## src/rtl/dsi_rsp_parser.sv

```systemverilog
module dsi_rsp_parser #(
  parameter int          LEN_W     = 16,
  parameter int          TMO_CYC   = 1024,
  parameter int          DRAIN_MAX = 64,
  parameter logic [31:0] MARKER    = 32'h3080_0002
) (
  input  logic             clk,
  input  logic             rst_n,
  input  logic             start,
  input  logic [LEN_W-1:0] req_len,
  input  logic             fifo_empty,
  input  logic [31:0]      fifo_data,
  output logic             fifo_pop,
  output logic             byte_valid,
  output logic [7:0]       byte_data,
  output logic [LEN_W-1:0] rx_count,
  output logic             done,
  output logic             len_err,
  output logic             tmo_err
);
  localparam int TMO_W = $clog2(TMO_CYC + 1);
  localparam int DW    = $clog2(DRAIN_MAX + 1);

  typedef enum logic [2:0] {S_IDLE, S_HDR, S_PAY, S_EMIT, S_DRAIN, S_FIN} st_t;

  st_t              st;
  logic [LEN_W-1:0] req_q, exp_q, cnt_q;
  logic [31:0]      sh;
  logic [2:0]       nb;
  logic [TMO_W-1:0] tmo_q;
  logic [DW-1:0]    dcnt;
  logic             len_err_q, tmo_err_q;

  wire [5:0]       typ      = fifo_data[5:0];
  wire [15:0]      hdr_len  = fifo_data[23:8];
  wire             short1   = (typ == 6'h11) || (typ == 6'h21);
  wire             short2   = (typ == 6'h12) || (typ == 6'h22);
  wire             waiting  = (st == S_HDR) || (st == S_PAY);
  wire [LEN_W-1:0] remain   = exp_q - cnt_q;
  wire [2:0]       nb_load  = (remain > LEN_W'(3)) ? 3'd4 : remain[2:0];
  wire             tmo_hit  = tmo_q == TMO_W'(TMO_CYC - 1);
  wire             too_long = 32'(hdr_len) > 32'(req_q);

  assign fifo_pop   = !fifo_empty && (waiting || st == S_DRAIN);
  assign byte_valid = st == S_EMIT;
  assign byte_data  = sh[7:0];
  assign done       = st == S_FIN;
  assign rx_count   = cnt_q;
  assign len_err    = len_err_q;
  assign tmo_err    = tmo_err_q;

  always_ff @(posedge clk) begin
    if (!rst_n) begin
      st        <= S_IDLE;
      req_q     <= '0;
      exp_q     <= '0;
      cnt_q     <= '0;
      sh        <= '0;
      nb        <= '0;
      tmo_q     <= '0;
      dcnt      <= '0;
      len_err_q <= 1'b0;
      tmo_err_q <= 1'b0;
    end else begin
      if (waiting) begin
        if (fifo_empty) begin
          if (tmo_hit) begin
            tmo_err_q <= 1'b1;
            st        <= S_DRAIN;
          end else begin
            tmo_q <= tmo_q + TMO_W'(1);
          end
        end else begin
          tmo_q <= '0;
        end
      end
      case (st)
        S_IDLE: if (start) begin
          req_q     <= req_len;
          cnt_q     <= '0;
          len_err_q <= 1'b0;
          tmo_err_q <= 1'b0;
          tmo_q     <= '0;
          dcnt      <= '0;
          st        <= S_HDR;
        end
        S_HDR: if (!fifo_empty) begin
          if (short1 || short2) begin
            sh <= fifo_data >> 8;
            if (short2 && req_q >= LEN_W'(2)) begin
              nb    <= 3'd2;
              exp_q <= LEN_W'(2);
            end else begin
              nb    <= 3'd1;
              exp_q <= LEN_W'(1);
            end
            st <= S_EMIT;
          end else if (too_long) begin
            len_err_q <= 1'b1;
            st        <= S_DRAIN;
          end else if (hdr_len == 16'd0) begin
            st <= S_DRAIN;
          end else begin
            exp_q <= LEN_W'(hdr_len);
            st    <= S_PAY;
          end
        end
        S_PAY: if (!fifo_empty) begin
          sh <= fifo_data;
          nb <= nb_load;
          st <= S_EMIT;
        end
        S_EMIT: begin
          sh    <= sh >> 8;
          cnt_q <= cnt_q + LEN_W'(1);
          nb    <= nb - 3'd1;
          if (nb == 3'd1)
            st <= ((cnt_q + LEN_W'(1)) == exp_q) ? S_DRAIN : S_PAY;
        end
        S_DRAIN: begin
          if (fifo_empty || fifo_data == MARKER || dcnt == DW'(DRAIN_MAX - 1))
            st <= S_FIN;
          else
            dcnt <= dcnt + DW'(1);
        end
        S_FIN: st <= S_IDLE;
        default: st <= S_IDLE;
      endcase
    end
  end
endmodule


```

## config.mk

```make
export PLATFORM = sky130hd
export DESIGN_NAME = dsi_rsp_parser
export DESIGN_NICKNAME = d
export VERILOG_FILES = /design/src/rtl/dsi_rsp_parser.sv
export SDC_FILE = /design/constraint.sdc
export NUM_CORES = 1
export LEC_CHECK = 0
export BUFFER_PORTS_ARGS = -buffer_cell sky130_fd_sc_hd__buf_2
export CAP_MARGIN = 40
export CORE_ASPECT_RATIO = 0.75
export CORE_MARGIN = 5
export CORE_UTILIZATION = 60
export CTS_BUF_LIST = sky130_fd_sc_hd__clkbuf_4
export CTS_CLUSTER_SIZE = 25
export DETAILED_ROUTE_END_ITERATION = 8
export GPL_ROUTABILITY_DRIVEN = 0
export PLACE_DENSITY = 0.81
export SLEW_MARGIN = 10
export SYNTH_ARGS = -nofsm -noshare
export SYNTH_HDL_FRONTEND = slang
export SYNTH_SLANG_ARGS = --single-unit
export TNS_END_PERCENT = 30
```

## constraint.sdc

```tcl
create_clock -name clk -period 4.5 [get_ports clk]
set_input_delay 1.35 -clock clk [delete_from_list [all_inputs] [get_ports clk]]
set_output_delay 1.35 -clock clk [all_outputs]
set_load 0.1 [all_outputs]
```

# Word level (Yosys, flattened, before mapping)
# Index checks and enable logic that the tools add are counted.
# op_classes
n_addsub,5
magnitude_cmp,3
eq_ne,23
mux,47
n_bitwise,1
n_reduce_logical,22
# op_table
cell,n
$mux W32,3
$pmux W32 S3,1
$mux W16,4
$mux W11,5
$mux W3,16
$eq A32 B30 Y1 const B,1
$pmux W16 S2,1
$add A16 B1 Y16 const B,1
$eq A16 B16 Y1,1
$ge A16 B2 Y1 const B,1
$gt A16 B16 Y1,1
$gt A16 B2 Y1 const B,1
$logic_not A16 Y1,1
$sub A16 B16 Y16,1
$pmux W3 S5,1
$mux W7,2
$ne A2 B2 Y1 const B,7
$pmux W7 S2,1
$eq A6 B5 Y1 const B,2
$eq A6 B6 Y1 const B,2
$add A11 B1 Y11 const B,1
$eq A11 B10 Y1 const B,1
$mux W1,9
$pmux W3 S3,1
other kinds (20),36
# word_totals
register_bits,106
inputBits,52
output_inout_bits,29

# Depth between registers and ports, before layout
# Gate-level depths: netlist of run 1.
# depth
word_depth,7
ltp_mapped,12
ltp_nobuf,12

# Worst setup path after synthesis of run 1
# No wires, ideal clock.
# synth_path
path_type,input -> output
startpoint,input fifo_empty
endpoint,output fifo_pop
t_arrival_ns,3.006
t_required_ns,3.150
path_slack_ns,0.144
stages,2
path_buffers,1
cell_sequence,clkbuf_1 -> a21oi_1
# synth_via
elab_chain_len,2
# synth_lines
item,line,text
start: declaration,11,"input logic fifo_empty,"
$logic_not A1 Y1,--,
$logic_and A1 B1 Y1,44,assign fifo_pop = !fifo_empty && (waiting || st == S_DRAIN);
end: declaration,13,"output logic fifo_pop,"
# No other way between the ends.

# Worst setup path in the final report of run 1
# layout_path
startpoint,register st[1]
endpoint,output fifo_pop
# layout_via
elab_chain_len,4
word_cells_on_any_way,6
# layout_lines
item,line,text
start: declaration,26,st_t st;
start signal: assignment,118,st <= ((cnt_q + LEN_W'(1)) == exp_q) ? S_DRAIN : S_PAY;
$eq A3 B1 Y1 / $eq A3 B2 Y1 (equally long branches),38,wire waiting = (st == S_HDR) || (st == S_PAY);
$logic_or A1 B1 Y1,38,
$logic_or A1 B1 Y1 *,44,
$logic_and A1 B1 Y1 *,44,
# Every way passes the cells marked *; elsewhere a longest branch is shown, timed or not.

==> results.json, run 1 <==
{
  "status": "finished, final reports clean",
  "clkSlewWorstSetupHoldPaths_ns": 0.17,
  "nets": 1085,
  "cts_tree": "built",
  "tns_ns": 0,
  "finalCriticalPeriod_ns": 3.677,
  "dr.pass1.iters": 5,
  "die_x_um": 137.7,
  "synth_seq_cells": 106,
  "p_total_mw": 1.973,
  "netlist_instances": 956,
  "preCtsSetupSlack_ns": 0.8443,
  "synth-edff-count": 0,
  "antenna_found_initial": 0,
  "path_max_fanout": 12,
  "yosys.cell_types.count": 71,
  "stdcell_count": 1166,
  "ys_seq_area_share_pct": 28.93,
  "htree_num_levels": 3,
  "die_h_um": 105.8,
  "fin_crit_sh_pct": 81.71,
  "synth.net_count": 1045,
  "end_kind": "output pin",
  "r2r_start": "rx_count[0]",
  "setup_slack_ns": 0.8229,
  "cts.sinks": 106,
  "num_io_pins": 81,
  "crit_end": "fifo_pop",
  "cts_root_buffer": "clkbuf_4",
  "drtIter0Drc": 660,
  "hold_path_class": "flip-flop to flip-flop",
  "initial_utilization_pct": 60.46,
  "drtAntennaViolNets": 0,
  "drive_gt1_share_pct": 12.80,
  "rows": 35,
  "startpoint": "st[1]",
  "crit_required_ns": 3.15,
  "finalMaxSlewViolations": 0,
  "cts-resized-gates": 0,
  "ys_warn_count": 0,
  "path_class": "flip-flop to output pin",
  "cts_setup_buffers": 0,
  "synth_flop_cell": "dfxtp_1",
  "core_area_sq_um": 12130,
  "r2r_slack_ns": 1.04,
  "drv_cap": 0,
  "timing.rr.end": "nb[1]",
  "grt_pass1_wl_mm": 31.80,
  "fin_skew_ns": 0.01984,
  "hp-start": "sh[26]",
  "io_buffers": 80,
  "viasPerCell": 6.090,
  "max-slew-margin-rel_pct": 42.06,
  "syn_area_per_cell_sq_um": 7.672,
  "clk-insertion-delay-late_ns": 0.48,
  "powerDensity_nw_per_um2": 249.2,
  "netlist_area_sq_um": 7335,
  "vdd_drop_max_mv": 0.1941,
  "fmax_ghz": 0.2720,
  "grt-ovfl-total": 0,
  "syn2layout_area_growth_pct": 7.984,
  "grt_pass1_vias": 6313,
  "wl_per_cell_um": 16.79,
  "r2r_cells": 10,
  "tightest_slew_ns": 0.8659,
  "cts_buffer_depth": 2,
  "setup_viol": 0,
  "dieArea_sq_um": 14560,
  "place_inst": 1151,
  "num_vias": 7101,
  "cts_inserted_buffers": 9,
  "grt_max_degree": 51,
  "dp_hpwl_mm": 14.63,
  "cp.arrival_ns": 2.33,
  "grt_use_total_pct": 26.87,
  "p_leak_nw": 3.110,
  "async_reset_ff_share_pct": 0,
  "diodes": 0,
  "drcViolationCount": 0,
  "drt_wl_total_mm": 19.57,
  "rsz0062_at_grt": "false",
  "finalHoldViolations": 0,
  "finalHoldWorstSlack_ns": 0.4723,
  "setup.worst_path.start_class": "flip-flop",
  "cts-hold-fix-buffers": 0
}
-- stage by stage --
step / utilization (%) / instance area (sq um)
6_report: 65.29 / 7920
5_1_grt: 65.29 / 7920
3_5_place_dp: 64.32 / 7802
4_1_cts: 65.29 / 7920
3_3_place_gp: 64.16 / 7782
2_1_floorplan: - / 7335
-- state kept, by name (all words and copies together), names as in the netlist --
signal	count
dcnt	7
st	3
len_err	1
tmo_err	1
rx_count	16
nb	3
req_q	16
exp_q	16
tmo_q	11
sh	32
-- power breakdown --
group	internal, mW	leakage [nW]	switching [mW]
Combinational	0.201	2.19	0.316
Clock	0.120	0.0667	0.344
Sequential	0.965	0.857	0.0274
-- critical path, cell delays in order, from the launching register on --
cell and delay (ns):
dfxtp_1 0.58, nor2b_1 0.25, nor2_1 0.10, or2_2 0.34, a21oi_1 0.14, buf_2 0.44
-- per-layer routing --
metal	vias up	wire (um)	track usage, %
met1	3259	9135	40.06
met3	28	1639	5.057
li1	3515	-	-
met5	-	0	0
met2	299	8483	39.69
met4	0	314	6.481
-- kinds of logic (layout without fill, tap and decap cells) --
group,count (synthesis),after routing,synth area share (%)
DFF,106,106,28.93
muxes,41,41,5.629
xor gates and xnor gates,36,36,4.299
buffers and inverters,111,155,6.295
AOI/OAI and AO/OA,248,248,23.39
and+or+nand+nor,377,377,25.04
adders and majority gates,37,37,6.414
-- area by class of cell --
class	instances	area, sq um
Fill cell	1073	4210
Multi-Input combinational cell	739	4777
Sequential cell	106	2123
Inverter	47	176.4
Tap cell	166	207.7
Timing Repair Buffer	93	518.0
Clock inverter	6	50.05
Clock buffer	9	67.56
-- worst min-delay path by stage --
stage / depth (start not counted) / to / slack (ns)
after global routing: 2 / sh[24] / 0.50
after global placement: 2 / sh[27] / 0.45
final: 2 / sh[26] / 0.47
after detailed placement: 2 / tmo_err / 0.45
after floorplan: 2 / exp_q[0] / 0.44
after CTS: 2 / sh[26] / 0.48
-- cell usage in the layout (no fill, tap or decap), types with 5 or more instances in the layout --
| cell | instances |
|---|---|
| and2_1 | 6 |
| a2111oi_2 | 5 |
| nor4_1 | 15 |
| a21boi_0 | 52 |
| ha_1 | 36 |
| inv_1 | 47 |
| a21o_1 | 12 |
| xor2_1 | 19 |
| o21a_1 | 11 |
| nor2b_1 | 15 |
| and3_1 | 11 |
| clkbuf_4 | 9 |
| buf_2 | 80 |
| nand2_1 | 152 |
| nand4_1 | 20 |
| o21ai_0 | 38 |
| a31oi_1 | 8 |
| buf_4 | 11 |
| mux2i_1 | 39 |
| or3_1 | 6 |
| nor2_1 | 51 |
| a21oi_1 | 42 |
| nor3_1 | 26 |
| xnor2_1 | 17 |
| dfxtp_1 | 105 |
| o211ai_1 | 29 |
| nor3b_1 | 5 |
| nand3_1 | 43 |
-- Yosys cell counts, types with 3 or more instances --
cell type	count	area, sq um
o21ai_1	4	20.02
and4_1	4	35.03
and3_1	11	68.82
xnor2_1	17	148.9
o211ai_1	29	217.7
a22oi_1	3	22.52
a21o_1	12	90.09
o31ai_1	5	37.54
nand3b_1	3	22.52
a2111oi_2	5	75.07
mux2i_1	39	390.4
nand4_1	20	125.1
nor4b_1	3	26.28
buf_2	5	25.02
nor2b_1	16	100.1
a21boi_0	52	390.4
a21oi_1	42	210.2
o2111ai_1	4	35.03
buf_1	9	33.78
or2_2	3	18.77
xor2_1	19	166.4
o21bai_1	3	22.52
dfxtp_1	106	2122
o32ai_1	3	26.28
nand2_1	152	570.6
nand3_1	43	215.2
buf_4	8	60.06
or3_1	6	37.54
nor2_1	51	191.4
a31oi_1	8	50.05
nor4_1	15	93.84
o311a_1	3	30.03
ha_1	36	450.4
o22ai_1	3	18.77
and2_1	6	37.54
o21ai_0	38	190.2
nor3b_1	5	37.54
o21a_1	11	82.58
clkbuf_1	40	150.1
inv_1	47	176.4
a211oi_1	4	30.03
nor3_1	27	135.1
(Power assumes the default switching activity.)
==> inputs of run 2 (changes only) <==
Settings changed: CORE_UTILIZATION 60 to 56, PLACE_DENSITY 0.81 to 0.8.
Clock period 4.5 ns to 3.1 ns, I/O delays scaled along.
==> results.json, run 2 (same netlist as run 1, synthesis figures left out) <==
{
  "fillers": 1111,
  "drt_wl_total_mm": 20.62,
  "setup_viol": 0,
  "setup.worst_path.start_class": "flip-flop",
  "core_area_sq_um": 12930,
  "sw_frac_of_total_pct": 34.84,
  "fin_area_sq_um": 8431,
  "most-common-layout-cells": "nand2_1, dfxtp_1, buf_2",
  "clkPwrFrac_pct": 22.9,
  "p_switching_mw": 1.043,
  "pwr-share-seq_pct": 48.1,
  "seq_area_sq_um": 2148,
  "cts_buffer_depth": 2,
  "cts-hold-fix-buffers": 0,
  "grt_pass1_wl_mm": 32.97,
  "hold_depth": 2,
  "multi_input_area_sq_um": 4866,
  "combPwrFrac_pct": 29.1,
  "layout_commonest_cell": "nand2_1",
  "cts_inserted_buffers": 9,
  "clk-insertion-delay-late_ns": 0.50,
  "path_max_fanout": 7,
  "wl_per_cell_um": 16.96,
  "rsz0062_at_grt": "true",
  "finalHoldWorstSlack_ns": 0.4679,
  "cts.sinks": 106,
  "stdcell_count": 1216,
  "syn2layout_area_growth_pct": 14.94,
  "r2r_slack_ns": 0.08,
  "hp-start": "sh[6]",
  "num_vias": 7350,
  "io_buffers": 80,
  "crit_required_ns": 3.49,
  "drive_gt1_share_pct": 18.66,
  "finalMaxSlewViolations": 0,
  "cts_root_buffer": "clkbuf_4",
  "preCtsSetupSlack_ns": -0.08400,
  "place_inst": 1200,
  "drv_cap": 0,
  "fin_skew_ns": 0.02374,
  "vdd_drop_max_mv": 0.3978,
  "r2r_cells": 9,
  "p_leak_nw": 3.375,
  "hold_path_class": "flip-flop to flip-flop",
  "antenna_found_initial": 0,
  "initial_utilization_pct": 56.74,
  "r2r_start": "rx_count[1]",
  "dr.pass1.iters": 5,
  "diodes": 0,
  "htree_num_levels": 3,
  "dieArea_sq_um": 15510,
  "max-slew-margin-rel_pct": 52.38,
  "regMostFlops": "sh",
  "fin_crit_sh_pct": 97.58,
  "nets": 1130,
  "utilization_pct": 65.21,
  "tns_ns": 0,
  "cts_tree": "built",
  "finalHoldViolations": 0,
  "setup_slack_ns": 0.07505,
  "p_total_mw": 2.993,
  "grt-ovfl-total": 0,
  "cell_internal_pwr_mw": 1.950,
  "rows": 36,
  "die_x_um": 142.2,
  "end_kind": "flip-flop",
  "drtAntennaViolNets": 0,
  "path_class": "flip-flop to flip-flop",
  "powerDensity_nw_per_um2": 355.0,
  "grt_max_degree": 85,
  "fmax_ghz": 0.3306,
  "status": "finished, final reports clean",
  "dp_hpwl_mm": 15.42,
  "finalCriticalPeriod_ns": 3.025,
  "viasPerCell": 6.044,
  "num_io_pins": 81,
  "drtIter0Drc": 738,
  "tightest_slew_ns": 0.7093,
  "cp.arrival_ns": 3.42,
  "grt_pass1_vias": 6631,
  "timing.rr.end": "nb[2]",
  "grt_use_total_pct": 26.27,
  "largest_reg_flops": 32,
  "holdPathEnd": "sh[6]",
  "drcViolationCount": 0,
  "die_h_um": 109.1,
  "place_area_sq_um": 8215,
  "clkSlewWorstSetupHoldPaths_ns": 0.17
}
==> run 2: changes by cell type in the layout (fill, tap and decap cells not counted), moves of 2 or more <==
cell	before	now
buf_4	11	55
dfxtp_1	105	91
dfxtp_2	1	12
a2111oi_2	5	2
a2111oi_4	0	3
buf_12	1	4
buf_2	80	77
dfxtp_4	0	3
o2111ai_1	4	2
o2111ai_2	0	2
==> run 2: worst max-delay path by stage <==
| stage | start | end | cells past startpoint |
|---|---|---|---|
| after floorplan | rx_count[12] | nb[1] | 10 |
| after global placement | fifo_data[9] | exp_q[7] | 11 |
| after detailed placement | rx_count[0] | nb[2] | 11 |
| after CTS | rx_count[0] | nb[1] | 11 |
| after global routing | exp_q[0] | nb[2] | 12 |
| final | rx_count[1] | nb[2] | 9 |
==> run 2: critical path, cell delays in order, from the launching register on <==
cell,delay (ns)
dfxtp_2,0.42
inv_1,0.09
ha_1,0.28
nor2b_1,0.21
o2111ai_2,0.24
a2111oi_4,0.50
o32ai_2,0.23
o31ai_1,0.47
nor4b_1,0.39
a21oi_1,0.11
==> run 2: cell type report <==
class | count | area share, %
Multi-Input combinational cell | 739 | 57.72
Sequential cell | 106 | 25.48
Timing Repair Buffer | 138 | 10.73
Tap cell | 171 | 2.538
Inverter | 47 | 2.093
Clock buffer | 10 | 0.8905
Clock inverter | 5 | 0.5491
==> run 2: power groups by stage <==
stage | logic [mW] | registers, mW | clock network (mW)
2_1_floorplan | 0.556 | 1.45 | 0
3_3_place_gp | 0.798 | 1.46 | 0
3_5_place_dp | 0.814 | 1.47 | 0
4_1_cts | 0.820 | 1.44 | 0.708
5_1_grt | 0.941 | 1.44 | 0.774
6_report | 0.871 | 1.44 | 0.684
==> run 2: metal layers <==
| metal | part of all wire [%] | wire (um) | track usage (%) | vias to the layer above |
|---|---|---|---|---|
| met5 | 0 | 0 | 0 | - |
| met4 | 1.9 | 390 | 5.959 | 0 |
| met3 | 8.8 | 1823 | 5.612 | 39 |
| met2 | 43 | 8959 | 39.46 | 324 |
| met1 | 46 | 9449 | 38.54 | 3396 |
| li1 | - | - | - | 3591 |
==> run 2: what timing repair did <==
item | 4_1_cts | 5_1_grt
pin swaps | 1 | 7
buffers inserted | 0 | 1
resized for setup | 2 | 12
endpoints found under the setup margin | 3 | 5
==> inputs of run 3 (changes only) <==
Settings changed: BUFFER_PORTS_ARGS -buffer_cell sky130_fd_sc_hd__buf_2 to -buffer_cell sky130_fd_sc_hd__buf_4, CORE_ASPECT_RATIO 0.75 to 1.1.
==> results.json, run 3 (same netlist as run 1, synthesis figures left out) <==
{
  "antenna_found_initial": 1,
  "viasPerCell": 6.216,
  "r2r_slack_ns": 0.16,
  "drtAntennaViolNets": 0,
  "syn2layout_area_growth_pct": 17.71,
  "htree_num_levels": 3,
  "rows": 43,
  "finalMaxSlewViolations": 0,
  "cts_tree": "built",
  "place_inst": 1184,
  "cp.depth": 5,
  "crit_chain": "nor2b_1 > nor2_1 > or2_2 > a21oi_4 > buf_6",
  "nets": 1128,
  "most-common-layout-cells": "nand2_1, buf_4, dfxtp_1",
  "startpoint": "st[0]",
  "grt_max_degree": 82,
  "fillers": 1088,
  "tightest_slew_ns": 0.6238,
  "end_kind": "output pin",
  "r2r_cells": 12,
  "die_h_um": 130.0,
  "drive_gt1_share_pct": 19.35,
  "cts_buffer_depth": 2,
  "p_total_mw": 3.150,
  "powerDensity_nw_per_um2": 364.9,
  "grt_pass1_vias": 6931,
  "fin_skew_ns": 0.01615,
  "finalCriticalPeriod_ns": 2.947,
  "cts.sinks": 106,
  "drt_wl_total_mm": 21.22,
  "cts_root_buffer": "clkbuf_4",
  "finalHoldViolations": 0,
  "io_buffers": 80,
  "r2r_start": "exp_q[0]",
  "vdd_drop_max_mv": 0.2745,
  "path_class": "flip-flop to output pin",
  "cp.buffers_inverters": 1,
  "fin_crit_sh_pct": 95.06,
  "p_leak_nw": 3.422,
  "drcViolationCount": 0,
  "layout_commonest_cell": "nand2_1",
  "wl_per_cell_um": 17.65,
  "core_area_sq_um": 12750,
  "cts-hold-fix-buffers": 0,
  "clkSlewWorstSetupHoldPaths_ns": 0.16,
  "crit_required_ns": 2.17,
  "grt_use_total_pct": 27.01,
  "grt-ovfl-total": 0,
  "setup_viol": 0,
  "slowest_delay_ns": 0.44,
  "hold_path_class": "flip-flop to flip-flop",
  "status": "finished, final reports clean",
  "die_x_um": 119.1,
  "dieArea_sq_um": 15490,
  "num_vias": 7472,
  "setup.worst_path.start_class": "flip-flop",
  "num_io_pins": 81,
  "stdcell_count": 1202,
  "path_max_fanout": 12,
  "crit_end": "fifo_pop",
  "drtIter0Drc": 735,
  "largest_reg_flops": 32,
  "initial_utilization_pct": 57.52,
  "cts_inserted_buffers": 9,
  "clk-insertion-delay-late_ns": 0.50,
  "cp.arrival_ns": 2.02,
  "grt_pass1_wl_mm": 33.81,
  "dp_hpwl_mm": 15.83,
  "regMostFlops": "sh",
  "max-slew-margin-rel_pct": 58.12,
  "timing.rr.end": "nb[2]",
  "dr.pass1.iters": 5,
  "worst_path_max_delay_cell": "dfxtp_4",
  "drv_cap": 0,
  "path_delay_family": "simple AND/OR/NAND/NOR gates",
  "fmax_ghz": 0.3393
}
==> run 3: area by class of cell <==
| type | count | area (sq um) | share of cell area, % |
|---|---|---|---|
| diodes | 1 | 2.502 | 0.02899 |
| inverters | 47 | 176.4 | 2.043 |
| clock buffers | 10 | 75.07 | 0.8696 |
| multi-input cells | 739 | 4900 | 56.75 |
| flip-flops and latches | 106 | 2152 | 24.93 |
| well taps | 157 | 196.4 | 2.275 |
| repair buffers | 136 | 1041 | 12.06 |
| clock inverters | 6 | 90.09 | 1.043 |
==> run 3: tightest hold or removal path, delay by kind of cell, from the launching register on <==
| family | cells | cell delay (ns) |
|---|---|---|
| AOI/OAI and AO/OA | 1 | 0.06 |
| and+or+nand+nor | 1 | 0.04 |
| DFF | 1 | 0.34 |
==> run 3: worst min path at each step <==
stage          startpoint       end  slack, ns  depth (start not counted)
6_report            sh[3]     sh[3]       0.47                          2
4_1_cts             sh[3]     sh[3]       0.48                          2
3_5_place_dp        sh[3]     sh[3]       0.46                          2
2_1_floorplan    exp_q[0]  exp_q[0]       0.44                          2
3_3_place_gp       sh[10]    sh[10]       0.45                          2
5_1_grt             sh[7]     sh[7]       0.49                          2
==> run 3: where the power goes <==
part | internal (mW) | switching (mW) | leakage (nW)
clock | 0.341 | 0.490 | 0.0923
sequential | 1.40 | 0.0375 | 0.866
combinational | 0.379 | 0.507 | 2.46
==> run 3: stage by stage <==
stage	worst slack, ns	area [sq um]	TNS [ns]	hold WS, ns	util, %
3_5_place_dp	-0.1544	8334	-1.196	0.4559	65.36
4_1_cts	0.02391	8528	0	0.4755	66.88
5_1_grt	-0.02485	8633	-0.02485	0.4928	67.71
3_3_place_gp	-0.2068	8323	-3.443	0.4490	65.27
2_1_floorplan	-0.01157	7366	-0.01157	0.4380	-
6_report	0.1530	8633	0	0.4723	67.71
==> run 3: routing by layer <==
| layer | global-route usage, % | vias up | wire length [um] |
|---|---|---|---|
| met5 | 0 | - | 0 |
| met2 | 45.39 | 299 | 10150 |
| li1 | - | 3599 | - |
| met1 | 33.27 | 3500 | 8742 |
| met4 | 16.63 | 0 | 1078 |
| met3 | 3.251 | 74 | 1250 |
==> run 3: what timing repair did <==
action	CTS	global route
gates resized for setup	4	23
setup endpoints to repair	3	4
setup buffers	0	1
pin swaps	3	8
